`src/rtl/xcall_pkg.sv`:
```
package xcall_pkg;
  typedef enum logic [1:0] {
    SLOT_IDLE = 2'd0,
    SLOT_RUN  = 2'd1,
    SLOT_WSW  = 2'd2,
    SLOT_WHW  = 2'd3
  } slot_st_e;

  localparam int          REG_AW     = 2;
  localparam int          REG_DW     = 32;
  localparam logic [1:0]  REG_CALL   = 2'd0;
  localparam logic [1:0]  REG_DONE   = 2'd1;
  localparam logic [1:0]  REG_STAT   = 2'd2;
  localparam logic [1:0]  REG_SWINFO = 2'd3;
  localparam int          ST_ERR     = 0;
  localparam int          ST_SW      = 1;
  localparam int          ST_FIN     = 8;
  localparam int          INFO_CALLER = 16;
endpackage

```
`src/rtl/xcall_arb.sv`:
```
module xcall_arb #(
  parameter int N     = 4,
  parameter int IDX_W = 2
) (
  input  logic [N-1:0]     req_i,
  output logic             vld_o,
  output logic [IDX_W-1:0] idx_o
);
  assign vld_o = |req_i;

  // lowest index wins
  always_comb begin
    idx_o = '0;
    for (int i = N - 1; i >= 0; i--) begin
      if (req_i[i]) idx_o = IDX_W'(i);
    end
  end
endmodule

```
`src/rtl/xcall_slot.sv`:
```
module xcall_slot
  import xcall_pkg::*;
#(
  parameter int SWID_W = 8,
  parameter int HWID_W = 2
) (
  input  logic              clk_i,
  input  logic              rst_ni,
  input  logic              start_sw_i,
  input  logic              start_hw_i,
  input  logic [HWID_W-1:0] ret_id_i,
  input  logic              resume_i,
  input  logic              done_i,
  input  logic              swreq_i,
  input  logic [SWID_W-1:0] swid_i,
  input  logic              hw_go_i,
  output logic              run_o,
  output logic              idle_o,
  output logic              wsw_o,
  output logic [SWID_W-1:0] swid_o,
  output logic [HWID_W-1:0] ret_id_o,
  output logic              fin_sw_o,
  output logic              fin_hw_o
);
  slot_st_e          st_q;
  logic              ret_hw_q;
  logic [HWID_W-1:0] ret_id_q;
  logic [SWID_W-1:0] swid_q;

  always_ff @(posedge clk_i or negedge rst_ni) begin
    if (!rst_ni) begin
      st_q     <= SLOT_IDLE;
      ret_hw_q <= 1'b0;
      ret_id_q <= '0;
      swid_q   <= '0;
    end else begin
      unique case (st_q)
        SLOT_IDLE: begin
          if (start_sw_i) begin
            st_q     <= SLOT_RUN;
            ret_hw_q <= 1'b0;
          end else if (start_hw_i) begin
            st_q     <= SLOT_RUN;
            ret_hw_q <= 1'b1;
            ret_id_q <= ret_id_i;
          end
        end
        SLOT_RUN: begin
          if (done_i) begin
            st_q <= SLOT_IDLE;
          end else if (swreq_i) begin
            st_q   <= SLOT_WSW;
            swid_q <= swid_i;
          end else if (hw_go_i) begin
            st_q <= SLOT_WHW;
          end
        end
        SLOT_WSW, SLOT_WHW: begin
          if (resume_i) st_q <= SLOT_RUN;
        end
        default: st_q <= SLOT_IDLE;
      endcase
    end
  end

  assign run_o    = (st_q == SLOT_RUN);
  assign idle_o   = (st_q == SLOT_IDLE);
  assign wsw_o    = (st_q == SLOT_WSW);
  assign swid_o   = swid_q;
  assign ret_id_o = ret_id_q;
  assign fin_sw_o = run_o && done_i && !ret_hw_q;
  assign fin_hw_o = run_o && done_i && ret_hw_q;


  done_idle_chk: assert property (@(posedge clk_i) disable iff (!rst_ni)
    run_o && done_i |=> idle_o);

  swreq_susp_chk: assert property (@(posedge clk_i) disable iff (!rst_ni)
    run_o && !done_i && swreq_i |=> wsw_o && swid_o == $past(swid_i));

  resume_run_chk: assert property (@(posedge clk_i) disable iff (!rst_ni)
    !run_o && !idle_o && resume_i |=> run_o);
endmodule

```
`src/rtl/xcall_regs.sv`:
```
module xcall_regs
  import xcall_pkg::*;
#(
  parameter int N      = 4,
  parameter int SWID_W = 8,
  parameter int HWID_W = 2
) (
  input  logic                     clk_i,
  input  logic                     rst_ni,
  input  logic                     wr_i,
  input  logic [REG_AW-1:0]        addr_i,
  input  logic [REG_DW-1:0]        wdata_i,
  input  logic                     err_set_i,
  input  logic                     sw_set_i,
  input  logic [HWID_W+SWID_W-1:0] swinfo_i,
  input  logic [N-1:0]             fin_set_i,
  output logic [REG_DW-1:0]        rdata_o,
  output logic                     irq_o,
  output logic                     err_o
);
  logic                     err_q, sw_q;
  logic [N-1:0]             fin_q;
  logic [HWID_W+SWID_W-1:0] info_q;
  logic [REG_DW-1:0]        rdata_q, stat_w, info_w;
  logic                     stat_clr;

  assign stat_clr = wr_i && (addr_i == REG_STAT);

  always_ff @(posedge clk_i or negedge rst_ni) begin
    if (!rst_ni) begin
      err_q  <= 1'b0;
      sw_q   <= 1'b0;
      fin_q  <= '0;
      info_q <= '0;
    end else begin
      err_q <= err_set_i || (err_q && !(stat_clr && wdata_i[ST_ERR]));
      sw_q  <= sw_set_i  || (sw_q  && !(stat_clr && wdata_i[ST_SW]));
      fin_q <= fin_set_i | (fin_q & ~(stat_clr ? wdata_i[ST_FIN +: N] : '0));
      if (sw_set_i) info_q <= swinfo_i;
    end
  end

  always_comb begin
    stat_w             = '0;
    stat_w[ST_ERR]     = err_q;
    stat_w[ST_SW]      = sw_q;
    stat_w[ST_FIN +: N] = fin_q;
    info_w             = '0;
    info_w[SWID_W-1:0] = info_q[SWID_W-1:0];
    info_w[INFO_CALLER +: HWID_W] = info_q[HWID_W+SWID_W-1:SWID_W];
  end

  always_ff @(posedge clk_i or negedge rst_ni) begin
    if (!rst_ni) begin
      rdata_q <= '0;
    end else begin
      unique case (addr_i)
        REG_STAT:   rdata_q <= stat_w;
        REG_SWINFO: rdata_q <= info_w;
        default:    rdata_q <= '0;
      endcase
    end
  end

  assign rdata_o = rdata_q;
  assign irq_o   = err_q || sw_q || (|fin_q);
  assign err_o   = err_q;


  irq_clr_chk: assert property (@(posedge clk_i) disable iff (!rst_ni)
    $fell(irq_o) |-> $past(stat_clr));
endmodule

```
`src/rtl/xcall_ctrl.sv`:
```
module xcall_ctrl
  import xcall_pkg::*;
#(
  parameter  int NUM_UNITS = 4,
  parameter  int SWID_W    = 8,
  parameter  int CALL_ID_W = 4,
  localparam int HWID_W    = (NUM_UNITS > 1) ? $clog2(NUM_UNITS) : 1
) (
  input  logic                          clk_i,
  input  logic                          rst_ni,
  input  logic [REG_AW-1:0]             reg_addr_i,
  input  logic                          reg_wr_i,
  input  logic [REG_DW-1:0]             reg_wdata_i,
  output logic [REG_DW-1:0]             reg_rdata_o,
  output logic                          irq_o,
  output logic [NUM_UNITS-1:0]          unit_en_o,
  input  logic [NUM_UNITS-1:0]          unit_done_i,
  input  logic [NUM_UNITS-1:0]          unit_swreq_i,
  input  logic [NUM_UNITS*SWID_W-1:0]   unit_swid_i,
  input  logic [NUM_UNITS-1:0]          unit_hwreq_i,
  input  logic [NUM_UNITS*HWID_W-1:0]   unit_hwtgt_i
);
  logic [NUM_UNITS-1:0] run, idle, wsw, fin_sw, fin_hw;
  logic [NUM_UNITS-1:0] start_sw, start_hw, resume, hw_go;
  logic [NUM_UNITS-1:0] hw_vld, hw_bad, hw_ok;
  logic [SWID_W-1:0]    swid_held [NUM_UNITS];
  logic [HWID_W-1:0]    ret_id    [NUM_UNITS];
  logic [HWID_W-1:0]    tgt       [NUM_UNITS];

  logic [CALL_ID_W-1:0] call_id;
  logic [HWID_W-1:0]    call_idx;
  logic                 wr_call, wr_done, call_in_rng, call_ok;
  logic                 active_q;
  logic [HWID_W-1:0]    active_id_q;
  logic                 sw_gnt_vld, hw_gnt_vld, err_set, err;
  logic [HWID_W-1:0]    sw_gnt_idx, hw_gnt_idx, hw_gnt_tgt;

  assign wr_call     = reg_wr_i && (reg_addr_i == REG_CALL);
  assign wr_done     = reg_wr_i && (reg_addr_i == REG_DONE);
  assign call_id     = reg_wdata_i[CALL_ID_W-1:0];
  assign call_idx    = call_id[HWID_W-1:0];
  assign call_in_rng = 32'(call_id) < NUM_UNITS;
  assign call_ok     = wr_call && call_in_rng && idle[call_idx];

  for (genvar i = 0; i < NUM_UNITS; i++) begin : g_unit
    assign tgt[i]      = unit_hwtgt_i[i*HWID_W +: HWID_W];
    assign start_sw[i] = call_ok && (call_idx == HWID_W'(i));
    assign hw_vld[i]   = run[i] && !unit_done_i[i] && !unit_swreq_i[i] && unit_hwreq_i[i];
    assign hw_bad[i]   = (32'(tgt[i]) >= NUM_UNITS) || (tgt[i] == HWID_W'(i));
    assign hw_ok[i]    = hw_vld[i] && !hw_bad[i] && idle[tgt[i]] && !start_sw[tgt[i]];
    assign start_hw[i] = hw_gnt_vld && (hw_gnt_tgt == HWID_W'(i));
    assign hw_go[i]    = hw_gnt_vld && (hw_gnt_idx == HWID_W'(i));

    xcall_slot #(.SWID_W(SWID_W), .HWID_W(HWID_W)) u_slot (
      .clk_i      (clk_i),
      .rst_ni     (rst_ni),
      .start_sw_i (start_sw[i]),
      .start_hw_i (start_hw[i]),
      .ret_id_i   (hw_gnt_idx),
      .resume_i   (resume[i]),
      .done_i     (unit_done_i[i]),
      .swreq_i    (unit_swreq_i[i]),
      .swid_i     (unit_swid_i[i*SWID_W +: SWID_W]),
      .hw_go_i    (hw_go[i]),
      .run_o      (run[i]),
      .idle_o     (idle[i]),
      .wsw_o      (wsw[i]),
      .swid_o     (swid_held[i]),
      .ret_id_o   (ret_id[i]),
      .fin_sw_o   (fin_sw[i]),
      .fin_hw_o   (fin_hw[i])
    );
  end

  // software dispatch: one call in service
  xcall_arb #(.N(NUM_UNITS), .IDX_W(HWID_W)) u_sw_arb (
    .req_i (wsw & {NUM_UNITS{!active_q}}),
    .vld_o (sw_gnt_vld),
    .idx_o (sw_gnt_idx)
  );

  // unit-to-unit: one grant per cycle
  xcall_arb #(.N(NUM_UNITS), .IDX_W(HWID_W)) u_hw_arb (
    .req_i (hw_ok),
    .vld_o (hw_gnt_vld),
    .idx_o (hw_gnt_idx)
  );
  assign hw_gnt_tgt = tgt[hw_gnt_idx];

  always_ff @(posedge clk_i or negedge rst_ni) begin
    if (!rst_ni) begin
      active_q    <= 1'b0;
      active_id_q <= '0;
    end else if (sw_gnt_vld) begin
      active_q    <= 1'b1;
      active_id_q <= sw_gnt_idx;
    end else if (wr_done) begin
      active_q    <= 1'b0;
    end
  end

  always_comb begin
    for (int i = 0; i < NUM_UNITS; i++) begin
      resume[i] = wr_done && active_q && (active_id_q == HWID_W'(i));
      for (int j = 0; j < NUM_UNITS; j++) begin
        if (fin_hw[j] && (ret_id[j] == HWID_W'(i))) resume[i] = 1'b1;
      end
    end
  end

  assign err_set = (wr_call && !call_ok) || (wr_done && !active_q) || (|(hw_vld & hw_bad));

  xcall_regs #(.N(NUM_UNITS), .SWID_W(SWID_W), .HWID_W(HWID_W)) u_regs (
    .clk_i     (clk_i),
    .rst_ni    (rst_ni),
    .wr_i      (reg_wr_i),
    .addr_i    (reg_addr_i),
    .wdata_i   (reg_wdata_i),
    .err_set_i (err_set),
    .sw_set_i  (sw_gnt_vld),
    .swinfo_i  ({sw_gnt_idx, swid_held[sw_gnt_idx]}),
    .fin_set_i (fin_sw),
    .rdata_o   (reg_rdata_o),
    .irq_o     (irq_o),
    .err_o     (err)
  );

  assign unit_en_o = run;


  call_en_chk: assert property (@(posedge clk_i) disable iff (!rst_ni)
    call_ok |=> unit_en_o[$past(call_idx)]);

  hw_handoff_chk: assert property (@(posedge clk_i) disable iff (!rst_ni)
    hw_gnt_vld |=> unit_en_o[$past(hw_gnt_tgt)] && !unit_en_o[$past(hw_gnt_idx)]);

  sw_single_chk: assert property (@(posedge clk_i) disable iff (!rst_ni)
    active_q && !wr_done |=> active_q && $stable(active_id_q));

  done_err_chk: assert property (@(posedge clk_i) disable iff (!rst_ni)
    wr_done && !active_q |=> err);
endmodule

```
`config.mk`:
```
export PLATFORM = sky130hd
export DESIGN_NAME = xcall_ctrl
export DESIGN_NICKNAME = d
export VERILOG_FILES = /design/src/rtl/xcall_pkg.sv /design/src/rtl/xcall_arb.sv /design/src/rtl/xcall_slot.sv /design/src/rtl/xcall_regs.sv /design/src/rtl/xcall_ctrl.sv
export SDC_FILE = /design/constraint.sdc
export NUM_CORES = 1
export LEC_CHECK = 0
export ABC_AREA = 1
export BUFFER_PORTS_ARGS = -buffer_cell sky130_fd_sc_hd__buf_2
export CORE_ASPECT_RATIO = 0.9
export CORE_MARGIN = 4
export CORE_UTILIZATION = 35
export DETAILED_ROUTE_END_ITERATION = 10
export MAX_ROUTING_LAYER = met4
export PLACE_DENSITY_LB_ADDON = 0.25
export SYNTH_ARGS = -nofsm -noshare
export SYNTH_HDL_FRONTEND = slang
export SYNTH_SLANG_ARGS = --single-unit
```
`constraint.sdc`:
```
create_clock -name clk_i -period 2.3 [get_ports clk_i]
set_clock_uncertainty 0.05 [all_clocks]
set_input_delay 0.69 -clock clk_i [delete_from_list [all_inputs] [get_ports clk_i]]
set_output_delay 0.69 -clock clk_i [all_outputs]
set_load 0.03 [all_outputs]
```
==> impl_metrics.tcl <==
set metrics [dict create \
    gp_congestion 0.897 \
    postSynthCellCount 561 \
    yosys.area.top_type_share_pct 44.0 \
    dr.pass1.iters 5 \
    worstSetupPathType "input port to register" \
    antenna_found_initial 0 \
    clkLatencyLatePin_ps 340 \
    violations "setup timing" \
    placed_cell_area_um2 5950 \
    startpoint_type "input port" \
    clock_path_buffers 2 \
    timing.critical_path.from "reg_wdata_i[3]" \
    ys_ff_latch 83 \
    grt_pass1_vias 4394 \
    period_minus_slack_ps 2500 \
    use_met3_pct 3.43 \
    htreeDepth 3 \
    pre_cts_ws_ps -578 \
    route.vias.total 4622 \
    fp.coreArea_um2 12900 \
    use_met1_pct 26.3 \
    dieArea_um2 15400 \
    crit_path_max_fanout 5 \
    ys_warn_count 0 \
    num_rows 39 \
    timing.fmax_mhz 401 \
    root_buffer "clkbuf_16" \
    final_nets 852 \
    grt.overflow.total 0 \
    die_h_um 118 \
    utilization_pct 53.8 \
    reg2regPathDepth 15 \
    cp.arrival_ps 2670 \
    post-route-worst-setup-slack_ps -196 \
    portBuffers 83 \
    drcViolationCount 0 \
    hold_path.class "input port to async pin" \
    gr-usage-all-layers_pct 18.4 \
    diodes 0 \
    synth_commonest_cells "dfrtp_1 (83), inv_1 (76), nand2_1 (75)" \
    synth_area_leaders "dfrtp_1 (44%), inv_1 (6.0%), nand2_1 (6.0%)" \
    r2r_slack_ps -150 \
    grt-busiest-layer "met2" \
    vias_per_cell 4.96 \
    maxSlewViolCount 0 \
    drt-total-wl_mm 14.2 \
    grtUsageMet2_pct 27.1 \
    status "complete, but fails checks" \
    synth_most_common_cell "dfrtp_1" \
    ys.flop_type "dfrtp_1" \
    final_layout_size_suffix_gt1_share_pct 46.0 \
    cts.sinks 83 \
    worstPathRequired_ps 2470 \
    syn_avg_cell_area_um2 8.42 \
    grt_max_degree 36 \
    antenna_left 0 \
    final-hold-violation-count 0 \
    syn_area_um2 4730 \
    cts_buffers 9 \
    yosysUniqueCellTypes 45 \
    end_kind "register" \
    timing.final.crit_share_pct 109 \
    area_delta_synth_final_pct 47.3 \
    grt_pass1_wl_mm 22.0 \
    leakage_nw 3.46 \
    clkTransAtPathRegs_ps 60 \
    setup_viol 20 \
    final_area_um2 6960 \
    async_flop_share_pct 100 \
    cap_viol_max_count 0 \
    r2r-start "g_unit[2].u_slot.st_q[0]$_DFFE_PN0P_" \
    initial_core_util_pct 36.5 \
    hpwl_mm 10.8 \
    powerDensity_nw_per_um2 1050 \
    cts_tree "yes" \
    wire_per_inst_um 15.2 \
    rsz0062_at_grt "yes" \
    vdd.ir_drop.worst_uv 587 \
    drt-initial-drc-count 398 \
    synth_edf_count 0 \
    r2r_end "g_unit[1].u_slot.ret_hw_q$_DFFE_PN0P_" \
    yosys.area.top_type "dfrtp_1" \
    io_pins 126 \
    chipWidth_um 130 \
    seq_area_frac_synth_pct 44.0 \
]
[cell type report]
cell class / instances / area, µm²
Tap cell: 164 / 205
Sequential cell: 83 / 2080
Fill cell: 1164 / 5970
Inverter: 81 / 320
Clock buffer: 10 / 239
Clock inverter: 6 / 95.1
Multi-Input combinational cell: 388 / 2660
Timing Repair Buffer: 200 / 1370
[registers in the layout, summed over array words and instances (netlist names)]
register and count:
u_regs.sw_q 1, u_regs.fin_q 4, active_id_q 2, g_unit.u_slot.st_q 8, active_q 1, g_unit.u_slot.swid_o 32
u_regs.info_q 8, g_unit.u_slot.ret_id_o 8, u_regs.err_o 1, u_regs.rdata_o 14, g_unit.u_slot.ret_hw_q 4
[through the flow]
stage	setup TNS, ps	hold slack [ps]	instances	power, mW
after floorplan	-1500	344	578	4.25
after global placement	-9490	433	888	5.32
after detailed placement	-9740	439	888	5.40
after CTS	-1320	225	914	7.12
after global routing	-4450	244	932	7.82
final	-2350	217	932	7.32
[metal layers]
| metal | vias to the layer above | share of wire [%] |
|---|---|---|
| met5 | - | 0 |
| met4 | 0 | 2.1 |
| met3 | 27 | 6.7 |
| met2 | 173 | 46 |
| met1 | 2192 | 46 |
| li1 | 2230 | - |
[layout by cell type, fill, tap and decap left out, types with 14 or more instances in the layout]
cell type	instances
a21oi_1	27
a31oi_1	14
buf_2	77
buf_4	113
conb_1	18
dfrtp_1	82
inv_1	67
mux2_2	22
nand2_1	53
nand2_2	27
nand3_1	29
nand3_4	17
nor2_1	58
o21ai_0	28
[cell families (layout without fill, tap and decap cells)]
kind of cell,Yosys count,after routing,share of synthesized area (%)
buffers and inverters,108,297,10.4
muxes,22,22,5.24
AOI/OAI and AO/OA,98,98,12.5
other,1,18,0.0794
and+or+nand+nor,249,250,27.9
DFF,83,83,44.0
[report_power, final]
part	switching [mW]	internal (mW)	leakage, nW
clock	0.600	0.992	0.164
combinational	1.94	1.40	2.31
sequential	0.331	2.05	0.984
[worst max-delay path, stage by stage]
cell and delay [ps]:
buf_6 90, or2_4 280, nor2_8 170, buf_6 120, nand4_1 120, nand2_2 110
nand2_2 70, nand2_4 130, nand2_4 90, nand2_2 90, nand2_4 80, nand3_4 80
nand3_4 130, o21bai_4 210, nand2_2 70, nand2_2 70, nand2_1 50
[worst max-delay path by stage]
stage                                            to  slack (ps)
6_report       g_unit[0].u_slot.st_q[0]$_DFFE_PN0P_        -200
3_5_place_dp   g_unit[0].u_slot.st_q[0]$_DFFE_PN0P_        -580
4_1_cts        g_unit[2].u_slot.st_q[0]$_DFFE_PN0P_        -140
2_1_floorplan  g_unit[1].u_slot.st_q[0]$_DFFE_PN0P_        -140
3_3_place_gp   g_unit[1].u_slot.st_q[0]$_DFFE_PN0P_        -570
5_1_grt        g_unit[3].u_slot.st_q[0]$_DFFE_PN0P_        -310
[timing repair]
action / 4_1_cts / 5_1_grt
endpoints found under the setup margin: 20 / 20
hold buffers: 0 / 0
resized for setup: 39 / 73
cloned: 1 / 0
pin swaps: 26 / 52
buffers inserted: 9 / 18
Note: power is estimated with default switching activity, not from simulation.
